<file path="src/rtl/shadow_sync_pkg.sv">
package shadow_sync_pkg;
    localparam int DIV_W        = 2;   // divide-by-four counter width
    localparam int EXT_KEY_BIT  = 25;  // must be 1 for external keying
    localparam int AUTO_KEY_BIT = 24;  // must be 0 for external keying
endpackage

</file>
<file path="src/rtl/sync_divider.sv">
module sync_divider
    import shadow_sync_pkg::*;
(
    input  logic clk,
    input  logic rst_n,
    input  logic sync_off,
    output logic tick_o,
    output logic sync_clk_o
);
    typedef struct packed {
        logic [DIV_W-1:0] cnt;
    } div_st_t;

    div_st_t st_d, st_q;

    always_comb begin
        st_d     = st_q;
        st_d.cnt = st_q.cnt + 1'b1;
    end

    always_ff @(posedge clk or negedge rst_n) begin
        if (!rst_n) st_q <= '0;
        else        st_q <= st_d;
    end

    // enable in the cycle before the output clock rises
    assign tick_o     = (st_q.cnt == DIV_W'(1));
    assign sync_clk_o = st_q.cnt[DIV_W-1] & ~sync_off;
endmodule

</file>
<file path="src/rtl/strobe_sync.sv">
module strobe_sync #(
    parameter int PROF_W = 2
) (
    input  logic              clk,
    input  logic              rst_n,
    input  logic              tick,
    input  logic              upd_strobe,
    input  logic [PROF_W-1:0] prof_in,
    input  logic              key_in,
    output logic              xfer_o,
    output logic [PROF_W-1:0] prof_o,
    output logic              key_o
);
    typedef struct packed {
        logic              smp;
        logic              xfer;
        logic [PROF_W-1:0] prof;
        logic              key;
    } smp_st_t;

    smp_st_t st_d, st_q;

    always_comb begin
        st_d      = st_q;
        st_d.xfer = 1'b0;
        if (tick) begin
            st_d.smp  = upd_strobe;
            st_d.xfer = upd_strobe & ~st_q.smp;
            st_d.prof = prof_in;
            st_d.key  = key_in;
        end
    end

    always_ff @(posedge clk or negedge rst_n) begin
        if (!rst_n) st_q <= '0;
        else        st_q <= st_d;
    end

    assign xfer_o = st_q.xfer;
    assign prof_o = st_q.prof;
    assign key_o  = st_q.key;
endmodule

</file>
<file path="src/rtl/shadow_bank.sv">
module shadow_bank #(
    parameter int N_REGS = 4,
    parameter int REG_W  = 32,
    localparam int AW    = (N_REGS > 1) ? $clog2(N_REGS) : 1
) (
    input  logic                    clk,
    input  logic                    rst_n,
    input  logic                    wr_en,
    input  logic [AW-1:0]           wr_addr,
    input  logic [REG_W-1:0]        wr_data,
    input  logic                    xfer,
    output logic [N_REGS*REG_W-1:0] act_o
);
    typedef struct packed {
        logic [N_REGS-1:0][REG_W-1:0] stage;
        logic [N_REGS-1:0][REG_W-1:0] act;
    } bank_st_t;

    bank_st_t st_d, st_q;

    always_comb begin
        st_d = st_q;
        // the transfer reads the staging bank as it was before this cycle's write
        if (xfer) st_d.act = st_q.stage;
        for (int i = 0; i < N_REGS; i++) begin
            if (wr_en && (wr_addr == AW'(i))) st_d.stage[i] = wr_data;
        end
    end

    always_ff @(posedge clk or negedge rst_n) begin
        if (!rst_n) st_q <= '0;
        else        st_q <= st_d;
    end

    assign act_o = st_q.act;
endmodule

</file>
<file path="src/rtl/scale_select.sv">
module scale_select
    import shadow_sync_pkg::*;
#(
    parameter int REG_W = 32,
    parameter int ASF_W = 14
) (
    input  logic [REG_W-1:0] ctrl_word,
    input  logic [REG_W-1:0] amp_word,
    output logic [ASF_W-1:0] scale_o,
    output logic             ext_keying_o
);
    logic             ext_d;
    logic [ASF_W-1:0] scale_d;

    always_comb begin
        ext_d   = ctrl_word[EXT_KEY_BIT] & ~ctrl_word[AUTO_KEY_BIT];
        scale_d = ext_d ? amp_word[ASF_W-1:0] : {ASF_W{1'b1}};
    end

    assign scale_o      = scale_d;
    assign ext_keying_o = ext_d;
endmodule

</file>
<file path="src/rtl/shadow_sync_ctrl.sv">
module shadow_sync_ctrl #(
    parameter int N_REGS   = 4,
    parameter int REG_W    = 32,
    parameter int ASF_W    = 14,
    parameter int PROF_W   = 2,
    parameter int CTRL_IDX = 0,
    parameter int AMP_IDX  = 1,
    localparam int AW      = (N_REGS > 1) ? $clog2(N_REGS) : 1,
    localparam int BANK_W  = N_REGS * REG_W
) (
    input  logic              clk,
    input  logic              rst_n,
    input  logic              wr_en,
    input  logic [AW-1:0]     wr_addr,
    input  logic [REG_W-1:0]  wr_data,
    input  logic              upd_strobe,
    input  logic [PROF_W-1:0] prof_sel_i,
    input  logic              key_i,
    input  logic              sync_off,
    output logic              sync_clk_o,
    output logic              xfer_o,
    output logic [PROF_W-1:0] prof_o,
    output logic              key_o,
    output logic [BANK_W-1:0] act_bank_o,
    output logic [ASF_W-1:0]  scale_o,
    output logic              ext_keying_o
);
    logic tick;

    sync_divider u_div (
        .clk        (clk),
        .rst_n      (rst_n),
        .sync_off   (sync_off),
        .tick_o     (tick),
        .sync_clk_o (sync_clk_o)
    );

    strobe_sync #(.PROF_W(PROF_W)) u_smp (
        .clk        (clk),
        .rst_n      (rst_n),
        .tick       (tick),
        .upd_strobe (upd_strobe),
        .prof_in    (prof_sel_i),
        .key_in     (key_i),
        .xfer_o     (xfer_o),
        .prof_o     (prof_o),
        .key_o      (key_o)
    );

    shadow_bank #(.N_REGS(N_REGS), .REG_W(REG_W)) u_bank (
        .clk     (clk),
        .rst_n   (rst_n),
        .wr_en   (wr_en),
        .wr_addr (wr_addr),
        .wr_data (wr_data),
        .xfer    (xfer_o),
        .act_o   (act_bank_o)
    );

    scale_select #(.REG_W(REG_W), .ASF_W(ASF_W)) u_scale (
        .ctrl_word    (act_bank_o[CTRL_IDX*REG_W +: REG_W]),
        .amp_word     (act_bank_o[AMP_IDX*REG_W +: REG_W]),
        .scale_o      (scale_o),
        .ext_keying_o (ext_keying_o)
    );
endmodule

</file>
<file path="config.mk">
export PLATFORM = sky130hd
export DESIGN_NAME = shadow_sync_ctrl
export DESIGN_NICKNAME = d
export VERILOG_FILES = /design/src/rtl/shadow_sync_pkg.sv /design/src/rtl/sync_divider.sv /design/src/rtl/strobe_sync.sv /design/src/rtl/shadow_bank.sv /design/src/rtl/scale_select.sv /design/src/rtl/shadow_sync_ctrl.sv
export SDC_FILE = /design/constraint.sdc
export NUM_CORES = 1
export LEC_CHECK = 0
export BUFFER_PORTS_ARGS = -buffer_cell sky130_fd_sc_hd__buf_2
export CORE_AREA = 2 2 193 195
export DETAILED_ROUTE_END_ITERATION = 8
export DIE_AREA = 0 0 195 197
export PLACE_DENSITY = 0.49
export SYNTH_ARGS = -nofsm -noshare
export SYNTH_HDL_FRONTEND = slang
export SYNTH_SLANG_ARGS = --single-unit
</file>
<file path="constraint.sdc">
create_clock -name clk -period 2.6 [get_ports clk]
set_input_delay 0.13 -clock clk [delete_from_list [all_inputs] [get_ports clk]]
set_output_delay 0.13 -clock clk [all_outputs]
set_load 0.02 [all_outputs]
</file>
======== Word level (Yosys, flattened, before mapping) ========
Index checks and enable logic that the tools add are counted.
operators by class
  add/sub/neg operators ................... 1
  equal/unequal tests ..................... 4
  muxes and demuxes ....................... 2
  bitwise gates (word level) .............. 6
  reduce and logical (&&, ||, !) cells .... 5
operators with widths
  cell                                                  number
  2-to-1 mux 14 bit                                     1
  equality test 2 x 1 -> 1 bit (second input constant)  2
  equality test 2 bit (second input constant)           2
  logical AND 1 bit                                     4
  2-to-1 mux 4 bit                                      1
  bitwise AND 1 bit                                     3
  inverter 1 bit                                        3
  adder 2 x 1 -> 2 bit (second input constant)          1
  logical NOT 2 bit                                     1
word-level totals
  flip-flop bits (word level) ............. 263
  input bits .............................. 42
  output and inout bits ................... 148
  word-level logic and storage cells ...... 31

======== Depth between registers and ports, before layout ========
Gate-level depths: netlist (run 1).
  depth after elaboration ................. 3
  mapped depth ............................ 4
  gate-level depth less buffers ........... 4

======== Cells and area by module ========
From an unflattened synthesis (run 1), not the netlist that was laid out.
unflattened totals
  cells, all modules ...................... 706
  area total of the unflattened synthesis .. 10852.9 um^2
modules (own cells, without submodules)
  module        times used  cells an instance  area each (um^2)  sequential area each (um^2)
  shadow_bank   1           670                10418.7           6406.1
  strobe_sync   1           12                 195.2             125.1
  scale_select  1           17                 151.4             0.0
  sync_divider  1           7                  87.6              50.0

======== Least setup slack after synthesis (run 1) ========
Ideal clock, no wire load.
  path kind ............................... register -> output
  start point ............................. register u_bank.st_q, in the netlist u_bank.act_o[24]
  end point ............................... output port scale_o[0]
  arrival ................................. 1313 ps
  required time ........................... 2470 ps
  setup slack ............................. 1157 ps
  stages on the path, launching flop included .. 4
  path buffers ............................ 1
  path through ............................ dfrtp_1 -> nor2b_1 -> buf_1 -> nand2b_1
on the way
  cells in the longest elaborated chain, start to end .. 3
ends and longest elaborated chain
  item                      RTL line                RTL
  start: declaration        shadow_bank.sv:19       bank_st_t st_d, st_q;
  start signal: assignment  shadow_bank.sv:32       else st_q <= st_d;
  inverter 1 bit            scale_select.sv:16      ext_d = ctrl_word[EXT_KEY_BIT] & ~ctrl_word[AUTO_KEY_BIT];
  bitwise AND 1 bit         scale_select.sv:16
  named net ext_keying_o    shadow_sync_ctrl.sv:26  output logic ext_keying_o
  2-to-1 mux 14 bit         scale_select.sv:17      scale_d = ext_d ? amp_word[ASF_W-1:0] : {ASF_W{1'b1}};
  end: declaration          shadow_sync_ctrl.sv:25  output logic [ASF_W-1:0] scale_o,
The timed path passes the listed nets, and every way through them passes these cells.

======== Worst setup path in the final report (run 1) ========
  start point ............................. register u_bank.st_q, in the netlist u_bank.act_o[24]
  end point ............................... output port scale_o[13]
on the way
  cells in the longest elaborated chain, start to end .. 3
ends and longest elaborated chain
  item               RTL line
  inverter 1 bit     scale_select.sv:16
  bitwise AND 1 bit  scale_select.sv:16
  2-to-1 mux 14 bit  scale_select.sv:17
Every way passes these cells.

==> results of run 1 <==
## layout make-up
class | count | area, um2 | share of cell area [%]
Clock buffer | 43 | 850 | 6.70
Timing Repair Buffer | 237 | 1470 | 11.6
Tap cell | 468 | 586 | 4.62
Inverter | 4 | 15.0 | 0.118
Clock inverter | 7 | 83.8 | 0.661
Sequential cell | 263 | 6590 | 51.9
Multi-Input combinational cell | 283 | 3090 | 24.3
## layer usage
layer	up-vias	wire length, um	global-route usage [%]
met5	-	0	0
met3	40	1410	3.01
li1	2512	-	-
met4	0	687	3.56
met1	2892	10200	16.0
met2	150	10200	18.7
## where the power goes
part	switching, W	internal (W)	leakage (nW)
combinational	0.00147	0.00119	2.08
sequential	0.000475	0.00503	3.13
clock	0.00167	0.00235	0.449
## logic make-up (layout without fill, tap and decap cells)
kind of cell	Yosys count	after routing	synth area share, %
fa+ha+maj	1	1	0.116
buf+inv	161	291	10.5
mux	259	259	27.0
compound gates	1	1	0.0464
simple gates	22	22	1.28
flops	263	263	61.0
## state kept, by name, summed over array words and instances (netlist names)
name and count:
u_bank.act_o 128, u_bank.st_q 128, u_div.st_q 2, u_smp.key_o 1, u_smp.prof_o 2, u_smp.st_q 1, u_smp.xfer_o 1
## cells in the mapped netlist
cell / n
dfrtp_1: 263
mux2_2: 257
nor2b_1: 1
nor2_1: 2
o21ai_0: 1
buf_4: 133
nand3b_1: 2
inv_1: 4
ha_1: 1
nor3b_2: 1
buf_1: 1
nand2b_1: 14
nand3_1: 1
clkbuf_1: 1
buf_2: 22
mux2_1: 2
nand2_1: 1
## stage by stage
stage	utilization, %	total power [W]	area [um2]
2_1_floorplan	-	0.00792	10800
3_3_place_gp	31.4	0.00820	11400
3_5_place_dp	31.4	0.00825	11400
4_1_cts	35.0	0.0124	12700
5_1_grt	35.0	0.0128	12700
6_report	35.0	0.0122	12700
## cells in the final DEF, fill, tap and decap left out, drive strengths merged
| cell | n |
|---|---|
| buf | 200 |
| bufinv | 1 |
| clkbuf | 43 |
| clkinv | 4 |
| clkinvlp | 2 |
| dfrtp | 263 |
| dlygate4sd3 | 37 |
| ha | 1 |
| inv | 4 |
| mux2 | 259 |
| nand2 | 1 |
| nand2b | 14 |
| nand3 | 1 |
| nand3b | 2 |
| nor2 | 2 |
| nor2b | 1 |
| nor3b | 1 |
| o21ai | 1 |
## how the worst max path moves through the flow
| stage | slack, ns | end | startpoint | depth (start not counted) |
|---|---|---|---|---|
| after global routing | 0.26 | scale_o[13] | u_bank.act_o[25]$_DFFE_PN0P_ | 3 |
| after CTS | 0.36 | scale_o[13] | u_bank.act_o[24]$_DFFE_PN0P_ | 3 |
| after detailed placement | 0.97 | scale_o[13] | u_bank.act_o[24]$_DFFE_PN0P_ | 3 |
| after global placement | 0.98 | u_bank.st_q[236]$_DFFE_PN0P_ | wr_addr[0] | 4 |
| after floorplan | 1.16 | scale_o[0] | u_bank.act_o[24]$_DFFE_PN0P_ | 3 |
| final | 0.51 | scale_o[13] | u_bank.act_o[24]$_DFFE_PN0P_ | 3 |
==> flow_summary.ini, run 1 <==
[run_status]
status = complete, no violations

[sta]
fmax_ghz = 0.478
finalHoldViolations = 0
setup_viol = 0
tns_ns = 0
skew_ns = 0.00974
worst_pin_slew_ns = 0.865
period_share_pct = 80.5
final-max-slew-violation-count = 0
hold_ws_ns = 0.150
rsz0062_at_grt = false
finalWorstSetupSlack_ns = 0.508
slew_headroom_pct = 42.1
period_minus_slack_ns = 2.09

[worst_setup_path]
r2r-end = u_bank.act_o[73]$_DFFE_PN0P_
arrival_ns = 1.96
max_stage_delay_ns = 0.69
slowest_stage = nor2b_2
crit_family = simple AND/OR/NAND/NOR gates
crit_fanout = 15
r2r_slack_ns = 1.01
r2r-start = u_smp.xfer_o$_DFF_PN0_
end_kind = output port
critPathLaunchType = register
crit_buf_inv = 1
reg2regPathDepth = 2
crit_chain = nor2b_2 -> nand2b_1 -> buf_2
cp.required_ns = 2.47
worstSetupPathType = register to output port

[global_route]
grt_pass1_vias = 5852
antenna_found_initial = 0
grt.overflow.total = 0
grtUsageTotal_pct = 11.8
grt_max_degree = 88
grt_pass1_wl_mm = 35.6

[floorplan]
die_area_um2 = 38400
core_um2 = 36300
start_util_pct = 29.7
die_w_um = 195
die_h_um = 197
rows = 70
ioPinCount = 190

[place]
dp_hpwl_mm = 13.7
io_buffers = 189
gp_congestion = 0.678
place_ws_ns = 0.974
dp.cells = 1218

[pwr]
p_leak_nw = 5.66
p_per_area_nw_per_um2 = 961
peakVddDrop_uv = 521

[cells_and_area]
fillerInstances = 3568
finalNonFillerCells = 1305
diodes = 0
final_nets = 862
layout-drive-gt1-share_pct = 60.1
areaGrowthSynthToFinish_pct = 17.5

[detailed_routing]
wirelength_mm = 22.5
dr.pass1.iters = 4
vias = 5594
drt_iter0_drc = 138
drtAntennaViolNets = 0
routed_via_density = 4.29
drc = 0
wl_per_cell_um = 17.2

[logic_synthesis]
synth_top_area_share_pct = 61.0
synth.avg_cell_area_um2 = 15.3
ys_seq_area_share_pct = 61.0
synth_warnings = 0
synth_nets = 750
synth_top_cell_by_area = dfrtp_1
synth_area_um2 = 10800
yosysUniqueCellTypes = 17
synthTopCellsByArea = dfrtp_1 61%, mux2_2 27%, buf_4 9.3%
synth_cells = 707
ys_seq_elements = 263

[cts]
cts_buffer_depth = 3
cts.sinks = 263
cts_buffers = 30
ctsHoldBuffers = 37
postCtsResizedCells = 0
cts_setup_buffers = 0
h-tree-depth = 1
tritoncts = done
cts-root-buf = clkbuf_16
clk_pin_slew_ns = 0.06
clk_latency_ns = 0.56

[worst_hold_path]
hp-class = input port to asynchronous set/reset pin

[flow_run]
cap_violations = 0
Note: power is estimated with default switching activity, not from simulation.
==> run 2: changes to the inputs <==
- PLACE_DENSITY: 0.49 -> 0.5
- clock period: 2.6 -> 1.8 ns (I/O delays scaled with it)
==> flow_summary.ini, run 2 (synthesis gave the netlist of run 1 again) <==
[run_status]
status = complete, no violations

[cells_and_area]
layout_commonest_cell = dfrtp_1
diodes = 0
fillerInstances = 3558
layout-drive-gt1-share_pct = 61.1
areaGrowthSynthToFinish_pct = 20.1
fin_area_um2 = 12900
finalNonFillerCells = 1325
final_nets = 877
final_cell_mix = 262 x dfrtp_1, 257 x mux2_2, 188 x buf_2

[detailed_routing]
vias = 5664
wirelength_mm = 22.4
wl_per_cell_um = 16.9
dr.pass1.iters = 4
drt_iter0_drc = 118
routed_via_density = 4.27
drc = 0
drtAntennaViolNets = 0

[place]
place_ws_ns = 0.475
gp_congestion = 0.696
dp_hpwl_mm = 14.5
io_buffers = 189
dpl_cell_area_um2 = 11500
dp.cells = 1233

[sta]
finalWorstSetupSlack_ns = 0.126
rsz0062_at_grt = false
period_minus_slack_ns = 1.67
tns_ns = 0
finalHoldViolations = 0
fmax_ghz = 0.597
period_share_pct = 93.0
worst_pin_slew_ns = 0.591
setup_viol = 0
skew_ns = 0.0201
slew_headroom_pct = 60.6
final-max-slew-violation-count = 0

[pwr]
peakVddDrop_uv = 801
p_per_area_nw_per_um2 = 1390
p_leak_nw = 5.81
finalPower_w = 0.0181

[cts]
tritoncts = done
cts_setup_buffers = 0
clk_latency_ns = 0.56
h-tree-depth = 1
cts-root-buf = clkbuf_16
clk_pin_slew_ns = 0.06
cts_buffers = 30
cts_buffer_depth = 3
cts.sinks = 263

[worst_setup_path]
crit_buf_inv = 2
worstSetupPathType = register to output port
r2r_slack_ns = 0.52
max_stage_delay_ns = 0.37
crit_family = buffers and inverters
slowest_stage = dfrtp_1
crit_fanout = 15
critPathLaunchType = register
reg2regPathDepth = 2
end_kind = output port
crit_chain = nor2b_2 -> buf_4 -> nand2b_1 -> buf_2
arrival_ns = 1.58
path_depth = 4
cp.required_ns = 1.71
r2r-end = u_bank.act_o[62]$_DFFE_PN0P_
timing.critical_path.from = u_bank.act_o[25]$_DFFE_PN0P_
critPathCapture = scale_o[13]
r2r-start = u_smp.xfer_o$_DFF_PN0_

[global_route]
grt_util_met2_pct = 18.6
antenna_found_initial = 0
grt.overflow.total = 0
gr-usage-met1_pct = 16.5
grt_max_degree = 63
grtUsageTotal_pct = 11.9
grt_pass1_wl_mm = 36.0
grt_busiest_layer = met2
globalRouteMet3Util_pct = 2.96
grt_pass1_vias = 5974

[floorplan]
die_area_um2 = 38400
die_w_um = 195
core_um2 = 36300
rows = 70
ioPinCount = 190
start_util_pct = 29.7
die_h_um = 197

[worst_hold_path]
hp-class = input port to asynchronous set/reset pin

[flow_run]
cap_violations = 0
[run 2: changes by cell type in the layout (fill, tap and decap cells not counted), sizes merged]
| cell | change |
|---|---|
| buf | +15 |
| bufinv | +2 |
| clkbuf | +2 |
| inv | +1 |
[run 2: metrics by stage]
| step | utilization (%) | hold WS [ns] |
|---|---|---|
| 2_1_floorplan | - | -0.206 |
| 3_3_place_gp | 31.8 | 0.111 |
| 3_5_place_dp | 31.8 | 0.112 |
| 4_1_cts | 35.7 | 0.116 |
| 5_1_grt | 35.7 | 0.150 |
| 6_report | 35.7 | 0.100 |
[run 2: worst min path at each step]
stage	start	endpoint	slack [ns]	cells past startpoint
global route	rst_n	u_bank.act_o[100]$_DFFE_PN0P_	0.15	2
finish	rst_n	u_bank.act_o[100]$_DFFE_PN0P_	0.10	2
CTS	rst_n	u_bank.act_o[100]$_DFFE_PN0P_	0.12	2
global placement	rst_n	u_bank.act_o[97]$_DFFE_PN0P_	0.11	1
floorplan	rst_n	u_bank.act_o[0]$_DFFE_PN0P_	-0.21	0
detailed placement	rst_n	u_bank.act_o[97]$_DFFE_PN0P_	0.11	1
[run 2: per-layer routing]
layer	up-vias	wire length (um)
met1	2933	10500
met3	35	1280
met2	145	10000
li1	2551	-
met4	0	592
met5	-	0
[run 2: layout make-up]
type | count | area (um2) | area share [%]
clock buffers | 45 | 887 | 6.85
multi-input cells | 283 | 3090 | 23.8
clock inverters | 10 | 145 | 1.12
repair buffers | 252 | 1650 | 12.7
well taps | 468 | 586 | 4.52
flip-flops and latches | 263 | 6590 | 50.9
inverters | 4 | 15.0 | 0.116
[run 2: what timing repair did]
action,4_1_cts,5_1_grt
hold endpoints to repair,370,0
hold buffers,37,0
resized for setup,0,0
[run 2: report_power, final]
group / switching [W] / internal (W) / total (W)
Combinational: 0.00209 / 0.00175 / 0.00384
Sequential: 0.000720 / 0.00726 / 0.00798
Clock: 0.00241 / 0.00382 / 0.00623
